## src/rtl/rtc_cal_pkg.sv

```systemverilog
package rtc_cal_pkg;

  localparam int FIELD_W = 8;
  localparam int DOW_W   = 3;
  localparam int SEL_W   = 3;

  typedef enum logic [SEL_W-1:0] {
    FLD_SEC   = 3'd0,
    FLD_MIN   = 3'd1,
    FLD_HOUR  = 3'd2,
    FLD_DATE  = 3'd3,
    FLD_MONTH = 3'd4,
    FLD_YEAR  = 3'd5,
    FLD_DOW   = 3'd6
  } field_e;

  // Two-digit BCD increment; the caller handles the wrap limit.
  function automatic logic [FIELD_W-1:0] bcd_inc(input logic [FIELD_W-1:0] v);
    logic [FIELD_W-1:0] r;
    if (v[3:0] >= 4'd9) r = {v[7:4] + 4'd1, 4'd0};
    else                r = {v[7:4], v[3:0] + 4'd1};
    return r;
  endfunction

  // (10*t + u) mod 4 == (2*t + u) mod 4, which only needs t[0] and u[1:0].
  function automatic logic year_is_leap(input logic [FIELD_W-1:0] y);
    logic [1:0] m;
    m = {y[4], 1'b0} + y[1:0];
    return (m == 2'd0);
  endfunction

  function automatic logic [FIELD_W-1:0] month_last_day(input logic [FIELD_W-1:0] mo,
                                                        input logic leap);
    logic [FIELD_W-1:0] d;
    unique case (mo)
      8'h02:                      d = leap ? 8'h29 : 8'h28;
      8'h04, 8'h06, 8'h09, 8'h11: d = 8'h30;
      default:                    d = 8'h31;
    endcase
    return d;
  endfunction

endpackage

```

## src/rtl/rtc_tick_div.sv

```systemverilog
module rtc_tick_div #(
  parameter int TICKS_PER_SEC = 4
) (
  input  logic clk,
  input  logic rst_n,
  input  logic tick_i,
  input  logic restart_i,
  output logic sec_stb_o
);
  localparam int CW = (TICKS_PER_SEC > 1) ? $clog2(TICKS_PER_SEC) : 1;
  localparam logic [CW-1:0] LAST = CW'(TICKS_PER_SEC - 1);

  logic [CW-1:0] cnt_q, cnt_d;
  logic          at_last;

  assign at_last   = (cnt_q == LAST);
  assign sec_stb_o = tick_i && at_last && !restart_i;

  always_comb begin
    cnt_d = cnt_q;
    if (restart_i)   cnt_d = '0;
    else if (tick_i) cnt_d = at_last ? '0 : cnt_q + CW'(1);
  end

  always_ff @(posedge clk or negedge rst_n) begin
    if (!rst_n) cnt_q <= '0;
    else        cnt_q <= cnt_d;
  end
endmodule

```

## src/rtl/rtc_bcd_wrap.sv

```systemverilog
module rtc_bcd_wrap
  import rtc_cal_pkg::*;
#(
  parameter logic [FIELD_W-1:0] RST_VAL = '0,
  parameter logic [FIELD_W-1:0] LO_VAL  = '0
) (
  input  logic               clk,
  input  logic               rst_n,
  input  logic               inc_i,
  input  logic               ld_i,
  input  logic [FIELD_W-1:0] ld_val_i,
  input  logic [FIELD_W-1:0] hi_i,
  output logic [FIELD_W-1:0] val_o,
  output logic               wrap_o
);
  logic [FIELD_W-1:0] val_q, val_d;
  logic               at_top;

  assign at_top = (val_q >= hi_i);
  assign wrap_o = inc_i && !ld_i && at_top;
  assign val_o  = val_q;

  always_comb begin
    val_d = val_q;
    if (ld_i)       val_d = ld_val_i;
    else if (inc_i) val_d = at_top ? LO_VAL : bcd_inc(val_q);
  end

  always_ff @(posedge clk or negedge rst_n) begin
    if (!rst_n) val_q <= RST_VAL;
    else        val_q <= val_d;
  end
endmodule

```

## src/rtl/rtc_hour_ctr.sv

```systemverilog
module rtc_hour_ctr
  import rtc_cal_pkg::*;
(
  input  logic               clk,
  input  logic               rst_n,
  input  logic               inc_i,
  input  logic               ld_i,
  input  logic [FIELD_W-1:0] ld_val_i,
  output logic [FIELD_W-1:0] hour_o,
  output logic               day_o
);
  localparam logic [FIELD_W-1:0] RST_HOUR = 8'h12;

  logic [FIELD_W-1:0] q, d;
  logic [FIELD_W-1:0] h24, h12, inc24, inc12;
  logic               mode24, pm;

  assign mode24 = q[6];
  assign pm     = q[5];
  assign h24    = {2'b00, q[5:0]};
  assign h12    = {3'b000, q[4:0]};
  assign inc24  = bcd_inc(h24);
  assign inc12  = bcd_inc(h12);
  assign hour_o = q;

  always_comb begin
    d     = q;
    day_o = 1'b0;
    if (ld_i) begin
      d = ld_val_i;
    end else if (inc_i) begin
      if (mode24) begin
        if (h24 >= 8'h23) begin
          d     = 8'h40;
          day_o = 1'b1;
        end else begin
          d = {2'b01, inc24[5:0]};
        end
      end else begin
        if (h12 >= 8'h12) begin
          d = {2'b00, pm, 5'h01};
        end else if (h12 == 8'h11) begin
          d     = {2'b00, ~pm, 5'h12};
          day_o = pm;
        end else begin
          d = {2'b00, pm, inc12[4:0]};
        end
      end
    end
  end

  always_ff @(posedge clk or negedge rst_n) begin
    if (!rst_n) q <= RST_HOUR;
    else        q <= d;
  end
endmodule

```

## src/rtl/rtc_bcd_calendar.sv

```systemverilog
module rtc_bcd_calendar
  import rtc_cal_pkg::*;
#(
  parameter int TICKS_PER_SEC = 4
) (
  input  logic               clk,
  input  logic               rst_n,
  input  logic               tick_i,
  input  logic               wr_en_i,
  input  logic [SEL_W-1:0]   wr_sel_i,
  input  logic [FIELD_W-1:0] wr_data_i,
  output logic [FIELD_W-1:0] sec_o,
  output logic [FIELD_W-1:0] min_o,
  output logic [FIELD_W-1:0] hour_o,
  output logic [FIELD_W-1:0] date_o,
  output logic [FIELD_W-1:0] month_o,
  output logic [FIELD_W-1:0] year_o,
  output logic [DOW_W-1:0]   dow_o
);
  localparam int NUM_WRAP = 5;  // sec, min, date, month, year

  logic                 sec_stb;
  logic                 day_stb;
  logic [NUM_WRAP-1:0]  ld, wrap, inc;
  logic [FIELD_W-1:0]   hi   [NUM_WRAP];
  logic [FIELD_W-1:0]   val  [NUM_WRAP];
  logic [FIELD_W-1:0]   mask [NUM_WRAP];
  logic                 ld_hour, ld_dow;
  logic [DOW_W-1:0]     dow_q, dow_d;

  rtc_tick_div #(.TICKS_PER_SEC(TICKS_PER_SEC)) u_div (
    .clk       (clk),
    .rst_n     (rst_n),
    .tick_i    (tick_i),
    .restart_i (wr_en_i),
    .sec_stb_o (sec_stb)
  );

  // Slot 0 sec, 1 min, 2 date, 3 month, 4 year.
  assign ld[0]   = wr_en_i && (wr_sel_i == FLD_SEC);
  assign ld[1]   = wr_en_i && (wr_sel_i == FLD_MIN);
  assign ld[2]   = wr_en_i && (wr_sel_i == FLD_DATE);
  assign ld[3]   = wr_en_i && (wr_sel_i == FLD_MONTH);
  assign ld[4]   = wr_en_i && (wr_sel_i == FLD_YEAR);
  assign ld_hour = wr_en_i && (wr_sel_i == FLD_HOUR);
  assign ld_dow  = wr_en_i && (wr_sel_i == FLD_DOW);

  // Carry chain: seconds -> minutes -> hours -> date -> month -> year.
  assign inc[0] = sec_stb;
  assign inc[1] = wrap[0];
  assign inc[2] = day_stb;
  assign inc[3] = wrap[2];
  assign inc[4] = wrap[3];

  assign hi[0] = 8'h59;
  assign hi[1] = 8'h59;
  assign hi[2] = month_last_day(val[3], year_is_leap(val[4]));
  assign hi[3] = 8'h12;
  assign hi[4] = 8'h99;

  assign mask[0] = 8'h7F;
  assign mask[1] = 8'h7F;
  assign mask[2] = 8'h3F;
  assign mask[3] = 8'h1F;
  assign mask[4] = 8'hFF;

  generate
    for (genvar i = 0; i < NUM_WRAP; i++) begin : g_field
      localparam logic [FIELD_W-1:0] BASE = (i == 2 || i == 3) ? 8'h01 : 8'h00;
      rtc_bcd_wrap #(.RST_VAL(BASE), .LO_VAL(BASE)) u_fld (
        .clk      (clk),
        .rst_n    (rst_n),
        .inc_i    (inc[i]),
        .ld_i     (ld[i]),
        .ld_val_i (wr_data_i & mask[i]),
        .hi_i     (hi[i]),
        .val_o    (val[i]),
        .wrap_o   (wrap[i])
      );
    end
  endgenerate

  rtc_hour_ctr u_hour (
    .clk      (clk),
    .rst_n    (rst_n),
    .inc_i    (wrap[1]),
    .ld_i     (ld_hour),
    .ld_val_i (wr_data_i & 8'h7F),
    .hour_o   (hour_o),
    .day_o    (day_stb)
  );

  always_comb begin
    dow_d = dow_q;
    if (ld_dow)       dow_d = wr_data_i[DOW_W-1:0];
    else if (day_stb) dow_d = (dow_q >= 3'd6) ? 3'd0 : dow_q + 3'd1;
  end

  always_ff @(posedge clk or negedge rst_n) begin
    if (!rst_n) dow_q <= '0;
    else        dow_q <= dow_d;
  end

  assign sec_o   = val[0];
  assign min_o   = val[1];
  assign date_o  = val[2];
  assign month_o = val[3];
  assign year_o  = val[4];
  assign dow_o   = dow_q;
endmodule

```

## config.mk

```make
export PLATFORM = sky130hd
export DESIGN_NAME = rtc_bcd_calendar
export DESIGN_NICKNAME = d
export VERILOG_FILES = /design/src/rtl/rtc_cal_pkg.sv /design/src/rtl/rtc_tick_div.sv /design/src/rtl/rtc_bcd_wrap.sv /design/src/rtl/rtc_hour_ctr.sv /design/src/rtl/rtc_bcd_calendar.sv
export SDC_FILE = /design/constraint.sdc
export NUM_CORES = 1
export LEC_CHECK = 0
export BUFFER_PORTS_ARGS = -buffer_cell sky130_fd_sc_hd__buf_2
export CAP_MARGIN = 20
export CORE_ASPECT_RATIO = 0.8
export CORE_MARGIN = 1
export CORE_UTILIZATION = 44
export DETAILED_ROUTE_END_ITERATION = 10
export PLACE_DENSITY = 0.76
export SLEW_MARGIN = 20
export SYNTH_ARGS = -nofsm -noshare
export SYNTH_HDL_FRONTEND = slang
export SYNTH_SLANG_ARGS = --single-unit
```

## constraint.sdc

```tcl
create_clock -name clk -period 3.7 [get_ports clk]
set_clock_uncertainty 0.1 [all_clocks]
set_input_delay 0.185 -clock clk [delete_from_list [all_inputs] [get_ports clk]]
set_output_delay 0.185 -clock clk [all_outputs]
set_load 0.05 [all_outputs]
```

==> impl_metrics.json, run 1 <==
{
  "cts_root_buffer": "clkbuf_8",
  "cpPeakStageDelay_ns": 0.51,
  "layout.nets": 551,
  "hold_viol": 0,
  "start_util": 0.465,
  "cts.sinks": 52,
  "hold_path.class": "in2reg",
  "cts_repair_resize_count": 0,
  "drc": 0,
  "avgSynthCellArea_um2": 8.85,
  "cp_common_cell": "ha_1",
  "switchingPower_w": 0.00125,
  "cp_top_family": "compound AO/OA/AOI/OAI gates",
  "clkPwrFrac": 0.160,
  "ant_nets": 0,
  "synth_cell_types": 68,
  "maxSlewHeadroom": 0.311,
  "crit_path_max_fanout": 11,
  "track_usage": 0.224,
  "synthArstFlopShare": 1.00,
  "grt_first_pass_wirelength_um": 16200,
  "critPathLaunchType": "register",
  "htree_levels": 2,
  "ir_worst_vdd_mv": 0.430,
  "syn_area_um2": 3800,
  "gp_congestion": 0.913,
  "power.density_nw_per_um2": 574,
  "synth_seq_cells": 52,
  "maxCapViolations": 0,
  "grt-ovfl-total": 0,
  "synth_flop_cell": "dfrtp_1",
  "combPwrFrac": 0.487,
  "p_leak_nw": 2.03,
  "endpoint_kind": "register",
  "numCtsBuffers": 5,
  "rsz0062_at_grt": "false",
  "grt_max_degree": 35,
  "wl_per_cell_um": 16.2,
  "first_pass_iters": 5,
  "clk_pin_slew_worst_paths_ns": 0.10,
  "critical_path_class": "reg2reg",
  "slowest_stage": "nor4_4",
  "drt_iter0_markers": 213,
  "p_int_w": 0.00126,
  "die_w_um": 106,
  "place.port_buffers": 64,
  "pwr-share-seq": 0.353,
  "fmax_ghz": 0.290,
  "dp_hpwl_um": 7280,
  "syn_nets": 483,
  "crit_arrival_ns": 3.54,
  "fin_tns_setup_ns": 0,
  "period_minus_slack_ns": 3.44,
  "final-setup-viol-count": 0,
  "p_sw_frac": 0.497,
  "drive_gt1_frac": 0.197,
  "path_buf_inv": 2,
  "antenna_found_initial": 0,
  "area_delta_synth_final_pct": 15.0,
  "status": "completed",
  "coreArea_um2": 8160,
  "die_y_um": 85.1,
  "cts_tree": "yes",
  "synth_edf_count": 0,
  "io-pin-count": 66,
  "clock_latency_ns": 0.31,
  "rows": 29,
  "finalCritPeriodShare": 0.931,
  "ys_seq_area_frac": 0.344,
  "cts_buffer_depth": 2,
  "synth_cells": 429,
  "worstMarginPinSlew_ns": 1.03,
  "num_vias": 3575,
  "yosysWarnings": 0,
  "slew_violations": 0,
  "crit_required_ns": 3.80,
  "post-route-util": 0.535,
  "path_cells": "inv_1, ha_1, nor2b_1, o211ai_1, o21ai_0, nand3_1, o21a_1, ha_1, nor4b_1, o221a_2, buf_4, nor4_4, a21oi_1, a221o_1",
  "viasPerCell": 5.90,
  "antennaDiodeCount": 0,
  "grt_pass1_vias": 3276,
  "drt_wl_total_um": 9830,
  "dieArea_um2": 9010
}
## worst paths after layout
kind                                                  startpoint                                    end  slack, ns  cells after the start
max reg2reg                g_field[3].u_fld.val_o[4]$_DFFE_PN0P_  g_field[4].u_fld.val_o[6]$_DFFE_PN0P_       0.26                     14
max in group asynchronous                                  rst_n  g_field[4].u_fld.val_o[1]$_DFFE_PN0P_       2.35                      3
min in group asynchronous                                  rst_n  g_field[2].u_fld.val_o[1]$_DFFE_PN0P_       0.39                      2
min reg2reg                g_field[0].u_fld.val_o[7]$_DFFE_PN0P_  g_field[0].u_fld.val_o[7]$_DFFE_PN0P_       0.42                      1
max                        g_field[3].u_fld.val_o[4]$_DFFE_PN0P_  g_field[4].u_fld.val_o[6]$_DFFE_PN0P_       0.26                     14
min                                                      wr_en_i             u_div.cnt_q[0]$_DFFE_PN0P_       0.04                      2
## layout make-up
cell class	instances	area, um2
Sequential cell	52	1310
Clock buffer	5	68.8
Fill cell	767	3800
Multi-Input combinational cell	333	2300
Timing Repair Buffer	73	390
Inverter	32	120
Tap cell	108	135
Clock inverter	3	42.5
## Yosys cell counts, types with 4 or more instances
library cell  number  share of area
o211ai_1           6          0.012
ha_1              39           0.13
nor3_1             6         0.0079
dfstp_2            4          0.028
nor2b_1            9          0.015
inv_1             32          0.032
a31oi_1            5         0.0082
o21ai_0           29          0.038
and3_1             9          0.015
and2_1             7          0.012
nor2_1            35          0.035
nand3_1           23          0.030
a22oi_1            8          0.016
nor3b_1            4         0.0079
a221o_1            7          0.018
nand2_1           40          0.040
o31ai_1            9          0.018
clkbuf_1           5         0.0049
a21oi_1           21          0.028
dfrtp_1           48           0.32
or3_1              4         0.0066
nand2b_1           4         0.0066
## power groups by stage
stage	sequential (W)	combinational [W]	clock, W
2_1_floorplan	0.00127	0.000512	0
3_3_place_gp	0.000886	0.00117	0
3_5_place_dp	0.000892	0.00120	0
4_1_cts	0.000883	0.00120	0.000409
5_1_grt	0.000911	0.00133	0.000434
6_report	0.000886	0.00122	0.000400
## logic make-up (layout without fill, tap and decap cells)
family / after synthesis / in the layout / share of synthesized area
compound gates: 119 / 119 / 0.214
xor+xnor: 2 / 2 / 0.00461
fa+ha+maj: 39 / 39 / 0.128
buf+inv: 44 / 113 / 0.0494
flops: 52 / 52 / 0.344
mux: 6 / 6 / 0.0168
other cells: 1 / 1 / 0.000987
simple gates: 166 / 166 / 0.242
## layer usage
layer	part of all wire	wire, um	global-route usage
met4	0.011	108	0.0467
met3	0.069	680	0.0361
met5	0	0	0
met1	0.48	4700	0.328
met2	0.44	4340	0.350
## through the flow
stage | worst slack, ns | cells | power, W | hold slack [ns] | area [um2]
floorplan | 0.291 | 429 | 0.00178 | -0.211 | 3800
global placement | 0.479 | 594 | 0.00205 | 0.205 | 4220
detailed placement | 0.301 | 594 | 0.00209 | 0.214 | 4220
CTS | 0.241 | 603 | 0.00250 | 0.0278 | 4350
global route | 0.0354 | 606 | 0.00267 | 0.0440 | 4370
finish | 0.257 | 606 | 0.00251 | 0.0358 | 4370
## flip-flops by register name, summed over array words and instances (netlist names)
name	cells
u_div.cnt_q	2
u_hour.hour_o	7
g_field.u_fld.val_o	40
dow_o	3
## layout by cell type (no fill, tap or decap), types with 3 or more instances in the layout
| cell type | instances |
|---|---|
| o311ai_0 | 3 |
| dfstp_2 | 4 |
| a31oi_1 | 5 |
| inv_1 | 32 |
| and2_1 | 7 |
| nand2_1 | 40 |
| nor3_1 | 6 |
| nor3b_1 | 4 |
| and3_1 | 9 |
| nand2b_1 | 4 |
| nor2_1 | 35 |
| o211ai_1 | 6 |
| or3_1 | 4 |
| nor2b_1 | 9 |
| buf_4 | 8 |
| o31ai_1 | 9 |
| nand4_1 | 3 |
| clkbuf_8 | 5 |
| a22oi_1 | 8 |
| a22o_1 | 3 |
| a221o_1 | 7 |
| nor4_1 | 3 |
| buf_2 | 64 |
| o21ai_0 | 29 |
| a32oi_1 | 3 |
| ha_1 | 39 |
| mux2i_1 | 3 |
| dfrtp_1 | 48 |
| a221oi_1 | 3 |
| nand3_1 | 23 |
| a21oi_1 | 21 |
## repair_timing
item,4_1_cts,5_1_grt
setup buffers,0,3
hold buffers,1,0
endpoints found under the setup margin,0,1
hold endpoints to repair,29,0
Power figures use the tool's default switching activity.
==> run 2: changes to the inputs <==
Settings changed: ABC_AREA set to 1, CTS_BUF_LIST set to sky130_fd_sc_hd__clkbuf_2.
==> run 2 against run 1 <==
  * Die area grew 0.17%
  * Largest cell class unchanged
  * Clock-buffer cell count is the same
  * Clock power down 21%
  * Core utilization up 0.72 points
  * Cell count increased by 13%
  * Synthesized area is 0.16% higher
==> impl_metrics.json, run 2 <==
{
  "status": "completed",
  "cpPeakStageDelay_ns": 0.65,
  "synth_cells": 495,
  "fmax_ghz": 0.332,
  "coreArea_um2": 8160,
  "dieArea_um2": 9030,
  "path_cells": "inv_1, ha_1, o21ai_0, o21ai_0, a32oi_1, nand2_1, inv_1, ha_1, nand2_1, nor3_1, a21oi_1, nand2_1, nand3_4, nand2_2, nand2_1, nand2_1, nand2_1",
  "yosysTopAreaCellShare": 0.316,
  "power.density_nw_per_um2": 640,
  "min_from": "wr_sel_i[2]",
  "synthArstFlopShare": 1.00,
  "grt-ovfl-total": 0,
  "numCtsBuffers": 5,
  "post-route-util": 0.542,
  "cts_setup_buffers": 0,
  "area_delta_synth_final_pct": 16.3,
  "avgSynthCellArea_um2": 7.69,
  "grt_pass1_vias": 3296,
  "first_pass_iters": 4,
  "clock_latency_ns": 0.45,
  "drive_gt1_frac": 0.177,
  "final_common_cell": "nand2_1",
  "slew_violations": 0,
  "cp_common_cell": "nand2_1",
  "start_util": 0.466,
  "track_usage": 0.218,
  "yosysWarnings": 0,
  "dp_hpwl_um": 7210,
  "yosysMostFrequentCell": "nand2_1",
  "critical_path_class": "reg2reg",
  "ys_seq_area_frac": 0.343,
  "synth_seq_cells": 52,
  "gp_congestion": 0.861,
  "p_int_w": 0.00130,
  "rsz0062_at_grt": "false",
  "r2r_start": "g_field[3].u_fld.val_o[0]$_DFFE_PN1P_",
  "htree_levels": 2,
  "critPathLaunchType": "register",
  "pwr-share-seq": 0.326,
  "final_cell_mix": "106 x nand2_1, 68 x inv_1, 64 x buf_2",
  "drt_iter0_markers": 159,
  "io-pin-count": 66,
  "stdcell_count": 683,
  "cts_buffer_depth": 2,
  "rows": 29,
  "synth_flop_cell": "dfrtp_1",
  "wl_per_cell_um": 13.7,
  "synth_edf_count": 0,
  "maxCapViolations": 0,
  "clk_pin_slew_worst_paths_ns": 0.29,
  "grt_first_pass_wirelength_um": 15700,
  "p_leak_nw": 2.36,
  "cts_root_buffer": "clkbuf_2",
  "yosys-top-cells-area": "dfrtp_1 32%, ha_1 13%, nand2_1 10%, inv_1 6.7%, nand3_1 4.9%",
  "viasPerCell": 5.30,
  "cts_tree": "yes",
  "synth_cell_types": 45,
  "crit_required_ns": 3.98,
  "largest_reg_flops": 40,
  "place.port_buffers": 64,
  "endpoint_kind": "register",
  "grt_max_degree": 30,
  "synth_top_cell_by_area": "dfrtp_1",
  "drc": 0,
  "path_buf_inv": 2,
  "finalCritPeriodShare": 0.814,
  "slowest_stage": "dfstp_2",
  "crit_path_max_fanout": 12,
  "maxSlewHeadroom": 0.613,
  "ant_nets": 0,
  "crit_arrival_ns": 3.29,
  "die_w_um": 106,
  "timing.hold.ws_ns": 0.0225,
  "syn_nets": 549,
  "period_minus_slack_ns": 3.01,
  "combPwrFrac": 0.562,
  "p_sw_frac": 0.541,
  "ir_worst_vdd_mv": 0.392,
  "startpoint": "g_field[3].u_fld.val_o[0]$_DFFE_PN1P_",
  "hold_path.class": "in2reg",
  "layout.nets": 628,
  "clkPwrFrac": 0.112,
  "dp.cells": 663,
  "worstMarginPinSlew_ns": 0.580,
  "cts.sinks": 52,
  "num_vias": 3622,
  "synth_commonest_cells": "106 x nand2_1, 68 x inv_1, 48 x dfrtp_1",
  "fin_tns_setup_ns": 0,
  "drt_wl_total_um": 9360,
  "hold_viol": 0,
  "die_y_um": 85.2,
  "switchingPower_w": 0.00153,
  "cp_top_family": "simple AND/OR/NAND/NOR gates",
  "final-setup-viol-count": 0,
  "antennaDiodeCount": 0,
  "antenna_found_initial": 0,
  "syn_area_um2": 3800
}
run 2: worst register-to-register path: stages (launching register included):
cell	delay, ns
dfstp_2	0.65
inv_1	0.10
ha_1	0.22
o21ai_0	0.15
o21ai_0	0.10
a32oi_1	0.20
nand2_1	0.07
inv_1	0.06
ha_1	0.11
nand2_1	0.05
nor3_1	0.21
a21oi_1	0.10
nand2_1	0.23
nand3_4	0.13
nand2_2	0.19
nand2_1	0.14
nand2_1	0.08
nand2_1	0.06
run 2: cells by family after synthesis:
family | after synthesis | synth area share
flops | 52 | 0.343
mux | 1 | 0.00296
fa+ha+maj | 39 | 0.128
xor+xnor | 17 | 0.0391
compound gates | 88 | 0.142
buf+inv | 84 | 0.0865
simple gates | 213 | 0.257
other cells | 1 | 0.000986
run 2: layout make-up:
| cell class | count | area [um2] |
|---|---|---|
| fill | 779 | 3740 |
| multi-input combinational | 359 | 2170 |
| sequential | 52 | 1310 |
| timing repair buffer | 77 | 448 |
| inverter | 79 | 297 |
| tap | 108 | 135 |
| clock inverter | 3 | 46.3 |
| clock buffer | 5 | 25.0 |
run 2: final timing paths:
path / to / slack, ns / cells after the start
setup / recovery: g_field[4].u_fld.val_o[7]$_DFFE_PN0P_ / 0.69 / 17
hold / removal: g_field[3].u_fld.val_o[0]$_DFFE_PN1P_ / 0.02 / 5
setup reg to reg: g_field[4].u_fld.val_o[7]$_DFFE_PN0P_ / 0.69 / 17
hold reg to reg: g_field[1].u_fld.val_o[7]$_DFFE_PN0P_ / 0.45 / 1
max in group asynchronous: g_field[3].u_fld.val_o[0]$_DFFE_PN1P_ / 2.56 / 3
min in group asynchronous: u_hour.hour_o[5]$_DFFE_PN0P_ / 0.10 / 2
run 2: what timing repair did:
action                    4_1_cts  5_1_grt
gates resized for setup         0        0
hold endpoints to repair       36        1
hold buffers                   10        2
run 2: power groups by stage:
stage	logic, W	registers (W)	clock network [W]
6_report	0.00159	0.000924	0.000318
4_1_cts	0.00159	0.000924	0.000325
3_3_place_gp	0.00155	0.000926	0
2_1_floorplan	0.000741	0.00139	0
3_5_place_dp	0.00157	0.000934	0
5_1_grt	0.00176	0.000955	0.000348
run 2: through the flow:
step | total power [W] | area [um2] | setup slack [ns]
2_1_floorplan | 0.00213 | 3800 | 0.788
3_3_place_gp | 0.00247 | 4240 | 0.866
3_5_place_dp | 0.00251 | 4240 | 0.710
4_1_cts | 0.00284 | 4410 | 0.700
5_1_grt | 0.00306 | 4430 | 0.358
6_report | 0.00283 | 4430 | 0.688
run 2: per-layer routing:
layer | wire length (um) | vias to the layer above | track usage
met4 | 98 | 0 | 0.0543
met3 | 517 | 11 | 0.0384
met2 | 4190 | 96 | 0.348
met5 | 0 | - | 0
li1 | - | 1799 | -
met1 | 4560 | 1716 | 0.308
==> run 3: changes to the inputs <==
Settings changed: ABC_AREA 1 to 0.
Clock period 3.7 ns to 2.9 ns, I/O delays scaled along.
==> run 3 against run 2 <==
  * Sequential power increased by 22%
  * Critical path depth decreased by 4
  * The run now ends with setup timing left
  * Sequential cell count unchanged
  * Register-to-register slack got worse by 0.83 ns
  * Non-clock buffer count increased by 30
  * Critical path type unchanged
  * Power increased by 14%
  * Largest power group unchanged
  * Combinational power increased by 13%
  * Maximum frequency decreased by 0.95%
  * Core utilization increased by 4.8 points
  * First-iteration DRC count decreased by 6.9%
  * Global-route usage increased by 2.8 points
==> impl_metrics.json, run 3 (synthesis gave the netlist of run 1 again) <==
{
  "status": "finished, violations left",
  "violations": "setup timing",
  "min_from": "wr_data_i[7]",
  "cpPeakStageDelay_ns": 0.71,
  "hold_path.class": "in2reg",
  "maxCapViolations": 0,
  "p_leak_nw": 2.23,
  "wl_per_cell_um": 16.6,
  "endpoint_kind": "register",
  "clk_pin_slew_worst_paths_ns": 0.26,
  "dp.cells": 614,
  "worstMarginPinSlew_ns": 0.755,
  "power.density_nw_per_um2": 669,
  "hold_viol": 0,
  "first_pass_iters": 5,
  "fin_area_um2": 4820,
  "final_cell_mix": "64 x buf_2, 44 x dfrtp_1, 40 x nand2_1",
  "num_vias": 3773,
  "path_buf_inv": 1,
  "placed_cell_area_um2": 4450,
  "place.port_buffers": 64,
  "viasPerCell": 5.90,
  "start_util": 0.465,
  "r2r_start": "g_field[3].u_fld.val_o[0]$_DFFE_PN1P_",
  "cts_root_buffer": "clkbuf_2",
  "grt_first_pass_wirelength_um": 17600,
  "cp_common_cell": "o21ai_2",
  "layout.nets": 585,
  "rsz0062_at_grt": "true",
  "coreArea_um2": 8160,
  "htree_levels": 2,
  "dieArea_um2": 9010,
  "path_cells": "inv_6, ha_4, o211ai_1, o21ai_2, nand3_1, o21a_1, ha_1, nor4b_2, o221a_4, nor2b_4, or3_4, mux2_4, o21ai_2",
  "gp_congestion": 0.894,
  "track_usage": 0.246,
  "cts_buffer_depth": 2,
  "drt_wl_total_um": 10600,
  "slew_violations": 0,
  "dp_hpwl_um": 7730,
  "drt_iter0_markers": 148,
  "grt_pass1_vias": 3560,
  "drive_gt1_frac": 0.297,
  "maxSlewHeadroom": 0.497,
  "period_minus_slack_ns": 3.04,
  "ir_worst_vdd_mv": 0.476,
  "final-setup-viol-count": 10,
  "setup_slack_ns": -0.141,
  "die_w_um": 106,
  "grt-ovfl-total": 0,
  "cts_tree": "yes",
  "stdcell_count": 640,
  "slowest_stage": "dfstp_4",
  "critPathLaunchType": "register",
  "fmax_ghz": 0.329,
  "rows": 29,
  "crit_arrival_ns": 3.35,
  "crit_required_ns": 3.21,
  "numCtsBuffers": 5,
  "die_y_um": 85.1,
  "clock_latency_ns": 0.48,
  "cts.sinks": 52,
  "final_common_cell": "buf_2",
  "crit_path_max_fanout": 5,
  "area_delta_synth_final_pct": 26.8,
  "antennaDiodeCount": 0,
  "critical_path_class": "reg2reg",
  "fin_tns_setup_ns": -0.789,
  "io-pin-count": 66,
  "ant_nets": 0,
  "largest_reg_flops": 40,
  "preCtsSetupSlack_ns": -0.113,
  "drc": 0,
  "cp_top_family": "compound AO/OA/AOI/OAI gates",
  "antenna_found_initial": 0,
  "finalCritPeriodShare": 1.05,
  "grt_max_degree": 34,
  "startpoint": "g_field[3].u_fld.val_o[0]$_DFFE_PN1P_"
}
## run 3: cell count changes in the layout (fill, tap and decap cells not counted), sizes merged, moves of 9 or more
cell	delta
nand2	-71
nand4	-9
inv	-46
nand3	-14
o22ai	-12
buf	+30
nor2b	+9
## run 3: path summary, 6_finish.rpt
check | slack (ns) | depth (start not counted) | endpoint
worst max-delay path | -0.14 | 13 | g_field[2].u_fld.val_o[5]$_DFFE_PN0P_
worst min-delay path | 0.04 | 4 | g_field[4].u_fld.val_o[7]$_DFFE_PN0P_
worst max register to register | -0.14 | 13 | g_field[2].u_fld.val_o[5]$_DFFE_PN0P_
worst min register to register | 0.44 | 2 | u_hour.hour_o[4]$_DFFE_PN1P_
max in group asynchronous | 1.89 | 3 | g_field[4].u_fld.val_o[5]$_DFFE_PN0P_
min in group asynchronous | 0.12 | 2 | u_hour.hour_o[5]$_DFFE_PN0P_
## run 3: where the power goes
group | switching, W | leakage [nW] | internal, W
sequential | 0.000242 | 0.629 | 0.000888
clock | 0.000247 | 0.0327 | 0.0000586
combinational | 0.00118 | 1.57 | 0.000606
## run 3: metal layers
metal  vias up  track usage  wire length, um  share of wire
met2       151        0.387             4850           0.46
met4         0       0.0795              164          0.015
met1      1822        0.347             4890           0.46
met3        19       0.0392              694          0.065
li1       1781            -                -              -
met5         -            0                0              0
## run 3: area by class of cell
type	count	area (um2)
multi-input combinational	333	2500
sequential	52	1320
tap	108	135
clock inverter	3	18.8
inverter	32	125
clock buffer	5	25.0
fill	723	3350
timing repair buffer	107	699
## run 3: worst reg2reg max path: stages (launching register included)
cell and delay (ns):
dfstp_4 0.71, inv_6 0.05, ha_4 0.16, o211ai_1 0.20
o21ai_2 0.09, nand3_1 0.09, o21a_1 0.12, ha_1 0.23
nor4b_2 0.25, o221a_4 0.28, nor2b_4 0.17, or3_4 0.15
mux2_4 0.31, o21ai_2 0.10
## run 3: repair_timing
item	CTS	global route
resized for setup	8	29
gates cloned	1	0
endpoints found under the setup margin	18	25
hold buffers	12	0
hold endpoints to repair	69	0
setup buffers	3	3
pin swaps	5	12
## run 3: through the flow
step / util / power, W / hold slack (ns)
CTS: 0.572 / 0.00313 / 0.0109
global route: 0.590 / 0.00346 / 0.00317
floorplan: - / 0.00231 / -0.251
global placement: 0.545 / 0.00273 / 0.160
finish: 0.590 / 0.00322 / 0.0355
detailed placement: 0.545 / 0.00279 / 0.155
